`config.mk`:
```
export PLATFORM = sky130hd
export DESIGN_NAME = clmul_pipe
export DESIGN_NICKNAME = d
export VERILOG_FILES = /design/src/rtl/clmul_pipe.sv
export SDC_FILE = /design/constraint.sdc
export NUM_CORES = 2
export LEC_CHECK = 0
export BUFFER_PORTS_ARGS = -buffer_cell sky130_fd_sc_hd__buf_2
export CAP_MARGIN = 20
export CELL_PAD_IN_SITES_DETAIL_PLACEMENT = 1
export CELL_PAD_IN_SITES_GLOBAL_PLACEMENT = 2
export CORE_ASPECT_RATIO = 0.8
export CORE_MARGIN = 2
export CORE_UTILIZATION = 42
export DETAILED_ROUTE_END_ITERATION = 7
export GPL_ROUTABILITY_DRIVEN = 0
export PLACE_DENSITY = 0.84
export SYNTH_ARGS = -nofsm -noshare
export SYNTH_HDL_FRONTEND = slang
export SYNTH_SLANG_ARGS = --single-unit
```
`constraint.sdc`:
```
create_clock -name clk -period 2.95 [get_ports clk]
set_input_delay 0.4425 -clock clk [delete_from_list [all_inputs] [get_ports clk]]
set_output_delay 0.4425 -clock clk [all_outputs]
set_load 0.03 [all_outputs]
```
`src/rtl/clmul_pipe.sv`:
```
module clmul_pipe #(
  parameter int W      = 64,
  parameter int TAGW   = 6,
  parameter int STAGES = 7
) (
  input  logic              clk,
  input  logic              rst,
  input  logic              op_valid,
  input  logic [TAGW-1:0]   op_tag,
  input  logic [2*W-1:0]    op_a,
  input  logic [2*W-1:0]    op_b,
  input  logic [7:0]        op_sel,
  output logic              res_valid,
  output logic [TAGW-1:0]   res_tag,
  output logic [2*W-1:0]    res_prod
);

  localparam int NACC  = STAGES - 1;
  localparam int CHUNK = (W + NACC - 1) / NACC;

  function automatic logic [2*W-1:0] chunk_xor(input logic [W-1:0] a,
                                               input logic [W-1:0] b,
                                               input int base);
    logic [2*W-1:0] r;
    r = '0;
    for (int k = 0; k < CHUNK; k++)
      if (base + k < W)
        if (b[base + k]) r = r ^ ({{W{1'b0}}, a} << (base + k));
    return r;
  endfunction

  logic [STAGES-1:0] vld_q;
  logic [TAGW-1:0]   tag_q [STAGES];
  logic [W-1:0]      a_q   [NACC];
  logic [W-1:0]      b_q   [NACC];
  logic [2*W-1:0]    acc_q [1:STAGES-1];

  wire unused_sel = ^{op_sel[7:5], op_sel[3:1]};

  always_ff @(posedge clk)
    if (rst) vld_q <= '0;
    else     vld_q <= {vld_q[STAGES-2:0], op_valid};

  always_ff @(posedge clk) begin
    tag_q[0] <= op_tag;
    a_q[0]   <= op_sel[0] ? op_a[2*W-1:W] : op_a[W-1:0];
    b_q[0]   <= op_sel[4] ? op_b[2*W-1:W] : op_b[W-1:0];
  end

  for (genvar s = 1; s < STAGES; s++) begin : g_stage
    logic [2*W-1:0] prev;
    if (s == 1) begin : g_first
      assign prev = '0;
    end else begin : g_rest
      assign prev = acc_q[s-1];
    end

    always_ff @(posedge clk) begin
      tag_q[s] <= tag_q[s-1];
      acc_q[s] <= prev ^ chunk_xor(a_q[s-1], b_q[s-1], (s-1) * CHUNK);
    end

    if (s < NACC) begin : g_pass
      always_ff @(posedge clk) begin
        a_q[s] <= a_q[s-1];
        b_q[s] <= b_q[s-1];
      end
    end
  end

  assign res_valid = vld_q[STAGES-1];
  assign res_tag   = tag_q[STAGES-1];
  assign res_prod  = acc_q[STAGES-1];

endmodule

```
* Yosys cells after proc, flatten, opt, wreduce, memory -nomap -nowiden
Memories as Yosys holds them, arrays and structs flattened. Cells that the tools add are included.
Word-level totals: register bits after elaboration 7, latch bits 0, RAM bits 1578, memory bits (read-only) 0, input port bits 273, output and inout bits 135, logic and storage cells 134, memories kept 4
Operators by class: add/sub/neg operators 0, multipliers 0, divide/modulo/power cells 0, magnitude comparators 0, equal/unequal tests 0, shift-type cells 0, muxes and demuxes 66, bitwise gates (word level) 63, reductions and logical operators 0
Memory list:
- acc_q | words 6, bits a word 128, read ports 6, clocked after memory_dff 0, wr ports 6, line 36 | logic [2*W-1:0] acc_q [1:STAGES-1];
- a_q | words 6, bits a word 64, read ports 6, clocked after memory_dff 0, wr ports 6, line 34 | logic [W-1:0] a_q [NACC];
- b_q | words 6, bits a word 64, read ports 6, clocked after memory_dff 0, wr ports 6, line 35 | logic [W-1:0] b_q [NACC];
- tag_q | words 7, bits a word 6, read ports 7, clocked after memory_dff 0, wr ports 7, line 33 | logic [TAGW-1:0] tag_q [STAGES];
Operator list (count):
- 2-to-1 mux 128 bit | 58
- bitwise XOR 128 bit | 5
- 2-to-1 mux 64 bit | 3
- bitwise XOR 128 x 100 -> 128 bit | 1
- bitwise XOR 128 x 101 -> 128 bit | 1
- bitwise XOR 128 x 102 -> 128 bit | 1
- bitwise XOR 128 x 103 -> 128 bit | 1
- bitwise XOR 128 x 104 -> 128 bit | 1
- bitwise XOR 128 x 105 -> 128 bit | 1
- bitwise XOR 128 x 106 -> 128 bit | 1
- bitwise XOR 128 x 107 -> 128 bit | 1
- bitwise XOR 128 x 110 -> 128 bit | 1
- bitwise XOR 128 x 111 -> 128 bit | 1
- bitwise XOR 128 x 112 -> 128 bit | 1
- bitwise XOR 128 x 113 -> 128 bit | 1
- bitwise XOR 128 x 114 -> 128 bit | 1
- bitwise XOR 128 x 115 -> 128 bit | 1
- bitwise XOR 128 x 116 -> 128 bit | 1
- bitwise XOR 128 x 117 -> 128 bit | 1
- bitwise XOR 128 x 118 -> 128 bit | 1
- bitwise XOR 128 x 121 -> 128 bit | 1
- bitwise XOR 128 x 122 -> 128 bit | 1
- bitwise XOR 128 x 123 -> 128 bit | 1
- bitwise XOR 128 x 124 -> 128 bit | 1
- other kinds (42) | 42

* Depth between registers and ports, before layout
An unclocked memory read counts as a cell.
depth after elaboration 23, depth in mapped cells 7, mapped depth without buffers 4

* Least setup slack after synthesis
Ideal clock, no wire load.
kind register -> register, start memory b_q[3][40], end register, netlist name acc_q[2][51], library setup time 0.130 ns, arrival 1.323 ns, required time 2.820 ns, setup slack 1.497 ns, stages on the path, launching flop included 7, buffers on the path 2, clock period less this slack 1.453 ns, cell sequence dfxtp_1 > buf_6 > buf_4 > nand2_1 > xnor2_1 > xnor2_1 > xnor3_1
RTL lines (line):
- start, declared | 35

==> metrics.log <==
[metrics] root buf cell: sky130_fd_sc_hd__clkbuf_16
[metrics] utilization after layout: 47.9%
[metrics] sort of element at the end of the critical path: flop
[metrics] routed via count: 65502
[metrics] CP Data Required Time: 3600 ps
[metrics] Crit Path Category: reg -> reg
[metrics] floorplan die area: 206000 sq um
[metrics] Seq cells post-synth: 1259
[metrics] post-synthesis area per instance: 8.55 sq um
[metrics] count of final hold-check violations: 0
[metrics] core region area: 201000 sq um
[metrics] maximum fanout along the worst path: 21
[metrics] total global routing overflow: 0
[metrics] number of buffer cells added on primary ports: 400
[metrics] Internal Power: 53300 uW
[metrics] arrival time of data at the critical path endpoint: 2930 ps
[metrics] switch share: 35.2%
[metrics] final worst path period share: 77.4%
[metrics] number of resized instances in the post-cts repair step: 0
[metrics] initial antenna violation count: 6
[metrics] GRT Overall Usage: 26.9%
[metrics] nets@finish: 10524
[metrics] count of cell types in the netlist: 16
[metrics] Pwr per Cell Area: 855 nW/um^2
[metrics] result of the run: completed
[metrics] Tightest Pin Transition: 949 ps
[metrics] fin crit period: 2280 ps
[metrics] clock buffers created by TritonCTS: 144
[metrics] fmax: 438 MHz
[metrics] detailed-route DRC error count: 0
[metrics] final-layout setup total negative slack: 0 ps
[metrics] total clock sinks: 1259
[metrics] Post-CTS Hold Fix Bufs: 265
[metrics] clock latency reported for the late side of the worst-skew pair: 820 ps
[metrics] total I/O pin count: 408
[metrics] final hold slack: 268 ps
[metrics] layout cells sized above 1: 12.6%
[metrics] Synth Net Count: 10229
[metrics] maximum clock skew at final layout: 32.9 ps
[metrics] type of the worst min-delay path: in -> reg
[metrics] leakage dissipation: 0.0417 uW
[metrics] vias in the first global route: 69901
[metrics] number of design-rule violations left by the first detailed-router iteration: 4610
[metrics] summed instance area of the synthesized netlist: 85100 sq um
[metrics] Power Total: 82300 uW
[metrics] Initial Utilization: 42.4%
[metrics] relative contribution of sequential cells to total power: 33.0%
[metrics] maximum root-to-sink buffer count: 3
[metrics] most used cells in the layout excluding fill and tap cells: sky130_fd_sc_hd__nand2_1, sky130_fd_sc_hd__xnor2_1, sky130_fd_sc_hd__dfxtp_1, sky130_fd_sc_hd__xor2_1, sky130_fd_sc_hd__buf_2
[metrics] largest net degree at the start of global routing: 65
[metrics] Final Max Tran Viols: 0
[metrics] H-tree depth reported by CTS: 4
[metrics] count of standard-cell rows: 147
[metrics] drt first pass iters: 6
[metrics] Antenna Nets Post-Route: 0
[metrics] clock-pin slew on the worst setup and hold paths: 60 ps
[metrics] synthesized instance count: 9956
[metrics] peak supply drop: 692 uV
[metrics] placed wire-length estimate: 189000 um
[metrics] mean routed wirelength per cell: 21.5 um
[metrics] unrepaired setup endpoints after global routing: false
[metrics] startpoint class of the critical path: flop
[metrics] post-CTS setup-driven buffer insertion count: 0
[metrics] most common cell after layout, fill and taps aside: sky130_fd_sc_hd__nand2_1
[metrics] clock tree from TritonCTS: yes
[metrics] portion of the post-synthesis area used by sequential elements: 29.6%
[metrics] setup-violating endpoint count in the final report: 0
[metrics] Die Span Y: 407 um
[metrics] wire length reported by the detailed router: 280000 um
[metrics] worst rel slew slack: 36.7%
[metrics] width of the chip: 507 um
[metrics] via count normalized by instance count: 5.02
[metrics] Ys Warns: 0
[metrics] wire length of the first global-routing pass: 430000 um
[metrics] max capacitance violation total: 0
[metrics] switching power: 29000 uW
[metrics] combinational fraction of design power: 43.0%
[metrics] clock power share: 24.1%
[metrics] synthesis-to-finish area growth: 13.0%
-- metrics by stage --
stage | setup slack, ps | cells | area [sq um]
final | 666 | 13049 | 96200
after global routing | 603 | 13048 | 96200
after CTS | 699 | 13047 | 96200
after detailed placement | 714 | 12522 | 88300
after global placement | 755 | 12522 | 88300
after floorplan | 1500 | 9956 | 85100
-- layer usage --
layer | global-route usage [%] | up-vias | share of wire (%)
li1 | - | 30290 | -
met1 | 38.0 | 33128 | 47
met2 | 43.8 | 1745 | 46
met3 | 3.09 | 337 | 5.1
met4 | 6.06 | 2 | 1.9
met5 | 0 | - | 0.0046
-- path summary, 6_finish.rpt --
path	startpoint	endpoint	slack, ps	cells after the start
max	b_q[0][8]	acc_q[0][146]	670	5
min	op_tag[4]	tag_q[0][4]	270	2
max reg2reg	b_q[0][8]	acc_q[0][146]	670	5
min reg2reg	acc_q[2][148]	acc_q[3][20]	310	0
-- power by group through the flow --
| stage | Combinational, uW | Sequential (uW) | Clock, uW |
|---|---|---|---|
| CTS | 35600 | 27200 | 20300 |
| global placement | 34500 | 27400 | 0 |
| global route | 37700 | 27600 | 21000 |
| detailed placement | 35000 | 27500 | 0 |
| floorplan | 26900 | 25800 | 0 |
| finish | 35400 | 27100 | 19800 |
-- synthesized netlist by cell type --
library cell	number	share of area, %
sky130_fd_sc_hd__nand2_1	4086	18
sky130_fd_sc_hd__xnor2_1	2195	23
sky130_fd_sc_hd__dfxtp_1	1259	30
sky130_fd_sc_hd__xor2_1	943	9.7
sky130_fd_sc_hd__buf_2	513	3.0
sky130_fd_sc_hd__xnor3_1	351	9.3
sky130_fd_sc_hd__buf_4	155	1.4
sky130_fd_sc_hd__buf_6	154	2.0
sky130_fd_sc_hd__xnor2_2	129	2.5
sky130_fd_sc_hd__mux2_2	128	1.7
sky130_fd_sc_hd__clkbuf_1	23	0.10
sky130_fd_sc_hd__and2_1	7	0.051
sky130_fd_sc_hd__nor2b_1	7	0.051
sky130_fd_sc_hd__nand2_2	3	0.022
sky130_fd_sc_hd__buf_1	2	0.0088
sky130_fd_sc_hd__conb_1	1	0.0044
-- registers in the layout (all words and copies together), names as in the netlist --
name   count
acc_q    607
a_q      384
vld_q      7
b_q      219
tag_q     42
-- kinds of logic after synthesis --
logic type             count (synthesis)  share of synthesized area (%)
XOR/XNOR                            3618                           44.0
buffers and inverters                847                           6.53
flip-flops                          1259                           29.6
multiplexers                         128                           1.69
other                                  1                        0.00440
AND/OR/NAND/NOR                     4103                           18.1
-- final cells by class --
type                            count  area [sq um]
Clock inverter                     78          1270
Fill cell                       23450        105000
Multi-Input combinational cell   7850         54400
Tap cell                         2682          3360
Clock buffer                      182          4000
Sequential cell                  1259         25300
Timing Repair Buffer              996          7950
Antenna cell                        2          5.00
-- worst max-delay path, cell delays in order, from the launching register on --
cell and delay, ps:
sky130_fd_sc_hd__dfxtp_2 820, sky130_fd_sc_hd__buf_4 320, sky130_fd_sc_hd__nand2_1 80, sky130_fd_sc_hd__xnor2_1 200, sky130_fd_sc_hd__xnor2_1 150, sky130_fd_sc_hd__xnor3_1 530
(Power assumes the default switching activity.)
